## src/rtl/gpq_pkg.sv

```systemverilog
package gpq_pkg;
    typedef enum logic [1:0] {
        GPQ_PORT = 2'd0,
        GPQ_LAT  = 2'd1,
        GPQ_DIR  = 2'd2,
        GPQ_ANS  = 2'd3
    } gpq_addr_e;

    localparam int GPQ_DATA_W = 8;
    localparam int GPQ_NBIDIR = 3;
endpackage

```

## src/rtl/gpq_sync.sv

```systemverilog
module gpq_sync #(
    parameter int W = 4,
    parameter int STAGES = 2,
    parameter logic [W-1:0] RST_VAL = '0
) (
    input  logic         clk,
    input  logic         rst_n,
    input  logic [W-1:0] d_async,
    output logic [W-1:0] q_sync
);
    logic [W-1:0] stage_q [STAGES];

    genvar s;
    generate
        for (s = 0; s < STAGES; s++) begin : g_stage
            if (s == 0) begin : g_first
                always_ff @(posedge clk or negedge rst_n) begin
                    if (!rst_n) stage_q[s] <= RST_VAL;
                    else        stage_q[s] <= d_async;
                end
            end else begin : g_next
                always_ff @(posedge clk or negedge rst_n) begin
                    if (!rst_n) stage_q[s] <= RST_VAL;
                    else        stage_q[s] <= stage_q[s-1];
                end
            end
        end
    endgenerate

    assign q_sync = stage_q[STAGES-1];
endmodule

```

## src/rtl/gpq_regs.sv

```systemverilog
module gpq_regs
    import gpq_pkg::*;
#(
    parameter int NB = 3,
    parameter int DW = 8
) (
    input  logic          clk,
    input  logic          rst_n,
    input  logic [1:0]    wr_addr,
    input  logic          wr_en,
    input  logic [DW-1:0] wr_data,
    output logic [NB-1:0] dir_lo_q,
    output logic [3:0]    dir_hi_q,
    output logic [NB-1:0] lat_q,
    output logic [NB-1:0] ans_q
);
    gpq_addr_e sel;
    assign sel = gpq_addr_e'(wr_addr);

    always_ff @(posedge clk or negedge rst_n) begin
        if (!rst_n) begin
            dir_lo_q <= '1;
            dir_hi_q <= '0;
            lat_q    <= '0;
            ans_q    <= '1;
        end else if (wr_en) begin
            unique case (sel)
                GPQ_PORT,
                GPQ_LAT: lat_q <= wr_data[NB-1:0];
                GPQ_DIR: begin
                    dir_lo_q <= wr_data[NB-1:0];
                    dir_hi_q <= wr_data[DW-1:DW-4];
                end
                GPQ_ANS: ans_q <= wr_data[NB-1:0];
                default: ;
            endcase
        end
    end
endmodule

```

## src/rtl/gpq_rdmux.sv

```systemverilog
module gpq_rdmux
    import gpq_pkg::*;
#(
    parameter int NB = 3,
    parameter int DW = 8
) (
    input  logic [1:0]    rd_addr,
    input  logic          rst_mode,
    input  logic [NB:0]   pins_sync,
    input  logic [NB-1:0] dir_lo,
    input  logic [3:0]    dir_hi,
    input  logic [NB-1:0] lat,
    input  logic [NB-1:0] ans,
    output logic [DW-1:0] rd_data
);
    localparam int PADW = DW - NB - 1;

    logic [NB-1:0] masked;
    logic          bit3;

    genvar i;
    generate
        for (i = 0; i < NB; i++) begin : g_mask
            assign masked[i] = pins_sync[i] & ~ans[i];
        end
    endgenerate

    assign bit3 = rst_mode ? 1'b0 : pins_sync[NB];

    always_comb begin
        rd_data = '0;
        unique case (gpq_addr_e'(rd_addr))
            GPQ_PORT: rd_data = {{PADW{1'b0}}, bit3, masked};
            GPQ_LAT:  rd_data = {{(DW-NB){1'b0}}, lat};
            GPQ_DIR:  rd_data = {dir_hi, {(DW-NB-4){1'b0}}, dir_lo};
            GPQ_ANS:  rd_data = {{(DW-NB){1'b0}}, ans};
            default:  rd_data = '0;
        endcase
    end
endmodule

```

## src/rtl/gpio_quad_port.sv

```systemverilog
module gpio_quad_port
    import gpq_pkg::*;
#(
    parameter int SYNC_STAGES = 2
) (
    input  logic                  clk,
    input  logic                  rst_n,
    input  logic                  cfg_rst_pin,
    input  logic [1:0]            bus_addr,
    input  logic                  bus_wr,
    input  logic [GPQ_DATA_W-1:0] bus_wdata,
    output logic [GPQ_DATA_W-1:0] bus_rdata,
    input  logic [GPQ_NBIDIR:0]   pin_in,
    output logic [GPQ_NBIDIR-1:0] pin_out,
    output logic [GPQ_NBIDIR-1:0] pin_oe,
    output logic                  ext_rst_req
);
    localparam int NB = GPQ_NBIDIR;
    localparam int DW = GPQ_DATA_W;
    localparam logic [NB:0] SYNC_RST = {1'b1, {NB{1'b0}}};

    logic [NB:0]   pins_sync;
    logic [NB-1:0] dir_lo_q;
    logic [3:0]    dir_hi_q;
    logic [NB-1:0] lat_q;
    logic [NB-1:0] ans_q;

    gpq_sync #(.W(NB+1), .STAGES(SYNC_STAGES), .RST_VAL(SYNC_RST)) u_sync (
        .clk     (clk),
        .rst_n   (rst_n),
        .d_async (pin_in),
        .q_sync  (pins_sync)
    );

    gpq_regs #(.NB(NB), .DW(DW)) u_regs (
        .clk      (clk),
        .rst_n    (rst_n),
        .wr_addr  (bus_addr),
        .wr_en    (bus_wr),
        .wr_data  (bus_wdata),
        .dir_lo_q (dir_lo_q),
        .dir_hi_q (dir_hi_q),
        .lat_q    (lat_q),
        .ans_q    (ans_q)
    );

    gpq_rdmux #(.NB(NB), .DW(DW)) u_rdmux (
        .rd_addr   (bus_addr),
        .rst_mode  (cfg_rst_pin),
        .pins_sync (pins_sync),
        .dir_lo    (dir_lo_q),
        .dir_hi    (dir_hi_q),
        .lat       (lat_q),
        .ans       (ans_q),
        .rd_data   (bus_rdata)
    );

    assign pin_out     = lat_q;
    assign pin_oe      = ~dir_lo_q;
    assign ext_rst_req = cfg_rst_pin & ~pins_sync[NB];
endmodule

```

## config.mk

```make
export PLATFORM = sky130hd
export DESIGN_NAME = gpio_quad_port
export DESIGN_NICKNAME = d
export VERILOG_FILES = /design/src/rtl/gpq_pkg.sv /design/src/rtl/gpq_sync.sv /design/src/rtl/gpq_regs.sv /design/src/rtl/gpq_rdmux.sv /design/src/rtl/gpio_quad_port.sv
export SDC_FILE = /design/constraint.sdc
export NUM_CORES = 1
export LEC_CHECK = 0
export BUFFER_PORTS_ARGS = -buffer_cell sky130_fd_sc_hd__buf_2
export CORE_AREA = 3 3 52 54
export CTS_CLUSTER_SIZE = 25
export DETAILED_ROUTE_END_ITERATION = 12
export DIE_AREA = 0 0 55 57
export SLEW_MARGIN = 15
export SYNTH_ARGS = -nofsm -noshare
export SYNTH_HDL_FRONTEND = slang
export SYNTH_HIERARCHICAL = 1
export SYNTH_SLANG_ARGS = --single-unit
```

## constraint.sdc

```tcl
create_clock -name clk -period 1.8 [get_ports clk]
set_input_delay 0.09 -clock clk [delete_from_list [all_inputs] [get_ports clk]]
set_output_delay 0.09 -clock clk [all_outputs]
set_load 0.01 [all_outputs]
```

==> results of run 1 <==
registers in the layout (all words and copies together), names as in the netlist:
register	count
u_sync/q_sync	4
u_regs/ans_q	3
u_sync/stage_q	4
u_regs/dir_hi_q	4
u_regs/lat_q	3
u_regs/dir_lo_q	3
routing by layer:
layer | up-vias | GRT usage [%] | wire [microns]
met4 | 0 | 6.25 | 10
met3 | 2 | 3.13 | 105
li1 | 270 | - | -
met2 | 18 | 17.7 | 822
met1 | 279 | 15.0 | 660
met5 | - | 0 | 0
cells in the mapped netlist:
master | n | area share [%]
dfrtp_1 | 13 | 36
mux2_2 | 13 | 16
dfstp_2 | 8 | 23
and2_1 | 4 | 2.8
buf_4 | 4 | 3.3
inv_1 | 3 | 1.3
mux4_1 | 3 | 8.8
nor2b_1 | 3 | 2.1
and2b_2 | 1 | 0.97
nand2b_1 | 1 | 0.70
nand3_1 | 1 | 0.56
nand3b_2 | 1 | 1.3
nor2b_4 | 1 | 1.5
nor4b_1 | 1 | 0.97
cells by family (layout without fill, tap and decap cells):
| kind of cell | count (synthesis) | after routing | synth area share [%] |
|---|---|---|---|
| mux | 16 | 16 | 25.0 |
| simple gates | 13 | 13 | 10.8 |
| buf+inv | 7 | 43 | 4.59 |
| flops | 21 | 21 | 59.5 |
metrics by stage:
step	area, sq um	power, mW	util [%]	cells
detailed placement	1060	0.802	47.0	112
global placement	1060	0.794	47.0	112
floorplan	900	0.713	-	57
global route	1140	1.09	50.4	121
finish	1140	1.01	50.4	121
CTS	1140	1.04	50.4	121
power by group through the flow:
stage          combinational (mW)  sequential (mW)  clock, mW
6_report                    0.210            0.586      0.218
5_1_grt                     0.232            0.597      0.261
4_1_cts                     0.214            0.588      0.234
3_5_place_dp                0.205            0.597          0
3_3_place_gp                0.201            0.593          0
2_1_floorplan               0.123            0.590          0
timing repair:
action,4_1_cts,5_1_grt
hold buffers,5,0
gates resized for setup,0,0
endpoints found under the hold margin,17,0
final cells by class:
class	count	area (sq um)
clock buffer	3	22.5
clock inverter	1	5.00
tap	28	35.0
inverter	3	11.3
sequential	21	536
fill	214	1120
timing repair buffer	36	205
multi-input combinational	29	323
worst min path at each step:
stage	slack (ps)	cells after the start	start	end
after floorplan	-210	0	rst_n	u_regs/dir_hi_q[0]
after global placement	60	1	rst_n	u_sync/stage_q[5]
after detailed placement	60	1	rst_n	u_sync/stage_q[5]
after CTS	10	2	bus_wdata[7]	u_regs/dir_hi_q[3]
after global routing	7	2	bus_wdata[7]	u_regs/dir_hi_q[3]
final	30	2	bus_wdata[7]	u_regs/dir_hi_q[3]
==> reports/metrics.yaml, run 1 <==
sta:
  finalSetupViolCount: 0
  tightest_slew_ps: 456
  slew_viol_final: 0
  period_share_pct: 89.4
  finalClockSkew_ps: 9.33
  fin_crit_ps: 1610
  slew_headroom_pct: 69.6
  finalSetupTns_ps: 0
  rsz0062_at_grt: "false"
  fmax_mhz: 622
  final.setup.worst_slack_ps: 191
  hold_slack_ps: 25.2
  hold_viol: 0
critical_path:
  critPathMaxStageDelay_ps: 560
  endpoint_kind: "output port"
  r2r_end: "u_regs/lat_q[1]"
  critPathTopFamily: "flip-flops"
  worstSetupStartpoint: "u_regs/ans_q[2]"
  critPathKind: "reg -> out"
  path_cells: "nor2b_1 -> mux4_1 -> buf_2"
  cp_data_required_time_ps: 1710
  crit_path_end: "bus_rdata[2]"
  reg2reg_from: "u_regs/lat_q[1]"
  cp_data_arrival_time_ps: 1520
  regToRegSetupSlack_ps: 1030
  startpoint_type: "register"
  worstPathMaxFanout: 3
  crit_buf_inv: 1
  crit_cells: 3
  cp_slowest_cell: "dfstp_2"
  reg2reg_depth: 1
global_routing:
  grt_pass1_wl_microns: 2610
  grt_max_degree: 22
  overflow: 0
  antenna_found_initial: 0
  track_usage_pct: 11.7
  grt_pass1_vias: 584
yosys:
  synth_area_per_cell_sq_um: 15.8
  synth_cells: 57
  yosysWarnings: 6
  synth_area_sq_um: 900
  ys_ff_latch: 21
  ys_types: 14
  ys_seq_area_share_pct: 59.5
  syn-num-nets: 75
drt:
  wl_per_cell_microns: 13.2
  drc: 0
  vias: 569
  drt_iter0_markers: 3
  drtPass1Iterations: 2
  finalWirelength_microns: 1600
  antenna_left: 0
  via_per_inst: 4.70
outcome:
  status: "complete, no violations"
layout:
  diodes: 0
  final_cell_mix: "buf_2 (31), mux2_2 (13), dfrtp_1 (13)"
  drive_gt1_share_pct: 63.4
  final_common_cell: "buf_2"
  syn_to_final_growth_pct: 26.4
  final_nets: 112
die:
  start_util_pct: 39.9
  die_h_microns: 57
  die_w_microns: 55
  boundaryPins: 33
  coreArea_sq_um: 2250
  rows: 17
  die_area_sq_um: 3140
clock_network:
  cts_tree: "done"
  clockBufferDepth: 2
  htree_levels: 1
  cts_buffers: 3
  clkSlewWorstSetupHoldPaths_ps: 120
  clock_sinks: 21
  clk_latency_ps: 300
  cts_setup_buffers: 0
  root_buffer: "clkbuf_4"
power_and_ir_drop:
  p_leak_nw: 0.550
  pwr-share-comb_pct: 20.7
  p_clk_share_pct: 21.5
  seqPwrFrac_pct: 57.8
  p_int_mw: 0.759
  sw_frac_of_total_pct: 25.2
  peakVddDrop_v: 0.000494
  power_density_nw_per_um2: 892
  p_sw_mw: 0.255
placed_design:
  post-place-ws_ps: 524
  gp_congestion: 0.689
  portBuffers: 31
hold_path:
  hp-class: "in -> reg"
flow_run:
  drv_cap: 0
Note: power is estimated with default switching activity, not from simulation.
==> inputs of run 2 (changes only) <==
--- a/config.mk
+++ b/config.mk
@@ -6,10 +6,10 @@
 export NUM_CORES = 1
 export LEC_CHECK = 0
 export BUFFER_PORTS_ARGS = -buffer_cell sky130_fd_sc_hd__buf_2
-export CORE_AREA = 3 3 52 54
+export CORE_AREA = 3 3 59 61
 export CTS_CLUSTER_SIZE = 25
 export DETAILED_ROUTE_END_ITERATION = 12
-export DIE_AREA = 0 0 55 57
+export DIE_AREA = 0 0 62 64
 export SLEW_MARGIN = 15
 export SYNTH_ARGS = -nofsm -noshare
 export SYNTH_HDL_FRONTEND = slang
==> run 2 against run 1 <==
Effect of this change:
- critical path depth stayed put
- register-to-register slack hardly changed
- non-clock buffer count is 1 higher
- worst setup slack worse by 23 ps
- maximum frequency is 1.4% lower
- combinational power is 2% higher
- wire length is 4.3% higher
- critical path type unchanged
==> reports/metrics.yaml, run 2 (same netlist as run 1, synthesis figures left out) <==
outcome:
  status: "complete, no violations"  # unchanged
sta:
  fmax_mhz: 613  # was 622 MHz
  slew_viol_final: 0  # unchanged
  hold_viol: 0  # unchanged
  finalSetupViolCount: 0  # unchanged
  rsz0062_at_grt: "false"  # unchanged
  finalSetupTns_ps: 0  # unchanged
  tightest_slew_ps: 451  # was 456 ps
  fin_crit_ps: 1630  # was 1610 ps
  period_share_pct: 90.6  # was 89.4%
  finalClockSkew_ps: 2.63  # was 9.33 ps
  slew_headroom_pct: 69.9  # was 69.6%
power_and_ir_drop:
  p_leak_nw: 0.554  # was 0.550 nW
  peakVddDrop_v: 0.000489  # was 0.000494 V
  p_sw_mw: 0.267  # was 0.255 mW
  p_int_mw: 0.760  # was 0.759 mW
  power_density_nw_per_um2: 880  # was 892 nW/um^2
  seqPwrFrac_pct: 57.1  # was 57.8%
  sw_frac_of_total_pct: 26.0  # was 25.2%
  pwr-share-comb_pct: 20.8  # was 20.7%
  p_clk_share_pct: 22.1  # was 21.5%
clock_network:
  clock_sinks: 21  # unchanged
  htree_levels: 1  # unchanged
  ctsResizeCount: 0  # unchanged
  cts_buffers: 3  # unchanged
  clockBufferDepth: 2  # unchanged
  root_buffer: "clkbuf_4"  # unchanged
  clkSlewWorstSetupHoldPaths_ps: 120  # about the same
  clk_latency_ps: 300  # about the same
  cts_tree: "done"  # unchanged
drt:
  via_per_inst: 4.14  # was 4.70
  wl_per_cell_microns: 12.1  # was 13.2 microns
  drc: 0  # unchanged
  antenna_left: 0  # unchanged
  finalWirelength_microns: 1670  # was 1600 microns
  vias: 571  # was 569
  drtPass1Iterations: 4  # was 2
  drt_iter0_markers: 8  # was 3
critical_path:
  critPathTopFamily: "flip-flops"  # unchanged
  endpoint_kind: "output port"  # unchanged
  path_cells: "nor2b_1 -> mux4_1 -> buf_2"  # unchanged
  cp_data_required_time_ps: 1710  # about the same
  critPathKind: "reg -> out"  # unchanged
  cp_data_arrival_time_ps: 1540  # was 1520 ps
  critPathMaxStageDelay_ps: 550  # was 560 ps
  startpoint_type: "register"  # unchanged
  reg2reg_depth: 1  # unchanged
  worstPathMaxFanout: 3  # unchanged
  r2r_end: "u_regs/lat_q[0]"  # was u_regs/lat_q[1]
  regToRegSetupSlack_ps: 1030  # about the same
  reg2reg_from: "u_regs/lat_q[0]"  # was u_regs/lat_q[1]
  cp_slowest_cell: "dfstp_2"  # unchanged
  worstSetupStartpoint: "u_regs/ans_q[0]"  # was u_regs/ans_q[2]
  crit_buf_inv: 1  # unchanged
hold_path:
  worst_hold_path.num_cells: 2  # unchanged
  hp-class: "in -> reg"  # unchanged
  hold_path_end: "u_regs/dir_hi_q[0]"  # was u_regs/dir_hi_q[3]
  hp-start: "bus_wdata[4]"  # was bus_wdata[7]
die:
  rows: 20  # was 17
  die_area_sq_um: 3970  # was 3140 sq um
  coreArea_sq_um: 3030  # was 2250 sq um
  start_util_pct: 29.7  # was 39.9%
  die_w_microns: 62  # was 55 microns
  boundaryPins: 33  # unchanged
  die_h_microns: 64  # was 57 microns
placed_design:
  gp_congestion: 0.679  # was 0.689
  place_hpwl_microns: 1240
  portBuffers: 31  # unchanged
layout:
  diodes: 0  # unchanged
  regArea_sq_um: 536  # unchanged
  final_nets: 113  # was 112
  fin_util_pct: 38.6  # was 50.4%
  nFillCells: 303  # was 214
  final_common_cell: "buf_2"  # unchanged
  syn_to_final_growth_pct: 29.8  # was 26.4%
  final_cell_mix: "buf_2 (31), mux2_2 (13), dfrtp_1 (13)"  # unchanged
  drive_gt1_share_pct: 62.8  # was 63.4%
  multi_input_area_sq_um: 323  # unchanged
global_routing:
  track_usage_pct: 9.50  # was 11.7%
  grt_pass1_wl_microns: 2730  # was 2610 microns
  grt_max_degree: 22  # unchanged
  grt_pass1_vias: 581  # was 584
  antenna_found_initial: 0  # unchanged
  overflow: 0  # unchanged
flow_run:
  drv_cap: 0  # unchanged
==> run 2: changes by cell type in the layout (fill, tap and decap cells not counted) <==
cell / previous run / this run
dlygate4sd3_1: 5 / 6
==> run 2: layer usage <==
layer,up-vias,GRT usage [%],wire (microns)
met2,14,15.8,881
met5,-,0,0
li1,271,-,-
met1,284,11.2,698
met3,2,2.42,73
met4,0,3.98,15
==> run 2: final cells by class <==
cell class | count | area share [%]
multi-input cells | 29 | 27.7
inverters | 3 | 0.965
clock inverters | 1 | 0.429
well taps | 44 | 4.72
repair buffers | 37 | 18.4
flip-flops and latches | 21 | 45.9
clock buffers | 3 | 1.93
==> run 2: power groups by stage <==
stage               logic [mW]  registers [mW]  clock network, mW
floorplan                0.123           0.590                  0
global placement         0.203           0.593                  0
detailed placement       0.207           0.598                  0
CTS                      0.218           0.588              0.246
global route             0.237           0.599              0.262
finish                   0.214           0.587              0.227
==> run 2: how the worst max path moves through the flow <==
| stage | end | slack, ps | depth (start not counted) |
|---|---|---|---|
| after floorplan | bus_rdata[0] | 620 | 3 |
| after global placement | bus_rdata[0] | 510 | 3 |
| after detailed placement | bus_rdata[0] | 500 | 3 |
| after CTS | bus_rdata[0] | 140 | 3 |
| after global routing | bus_rdata[0] | 100 | 3 |
| final | bus_rdata[0] | 170 | 3 |
==> run 2: per-stage QoR <==
stage	hold WS [ps]	instance area (sq um)	total power [mW]	setup slack [ps]	instances
floorplan	-206	900	0.713	620	57
global placement	61.8	1080	0.795	507	128
detailed placement	73.4	1080	0.805	497	128
CTS	0.331	1170	1.05	137	138
global route	1.04	1170	1.10	103	138
finish	15.9	1170	1.03	169	138
==> run 2: repair_timing <==
action                                 CTS  global route
hold buffers                             6             0
buffers inserted                         0             0
endpoints found under the hold margin   18             0
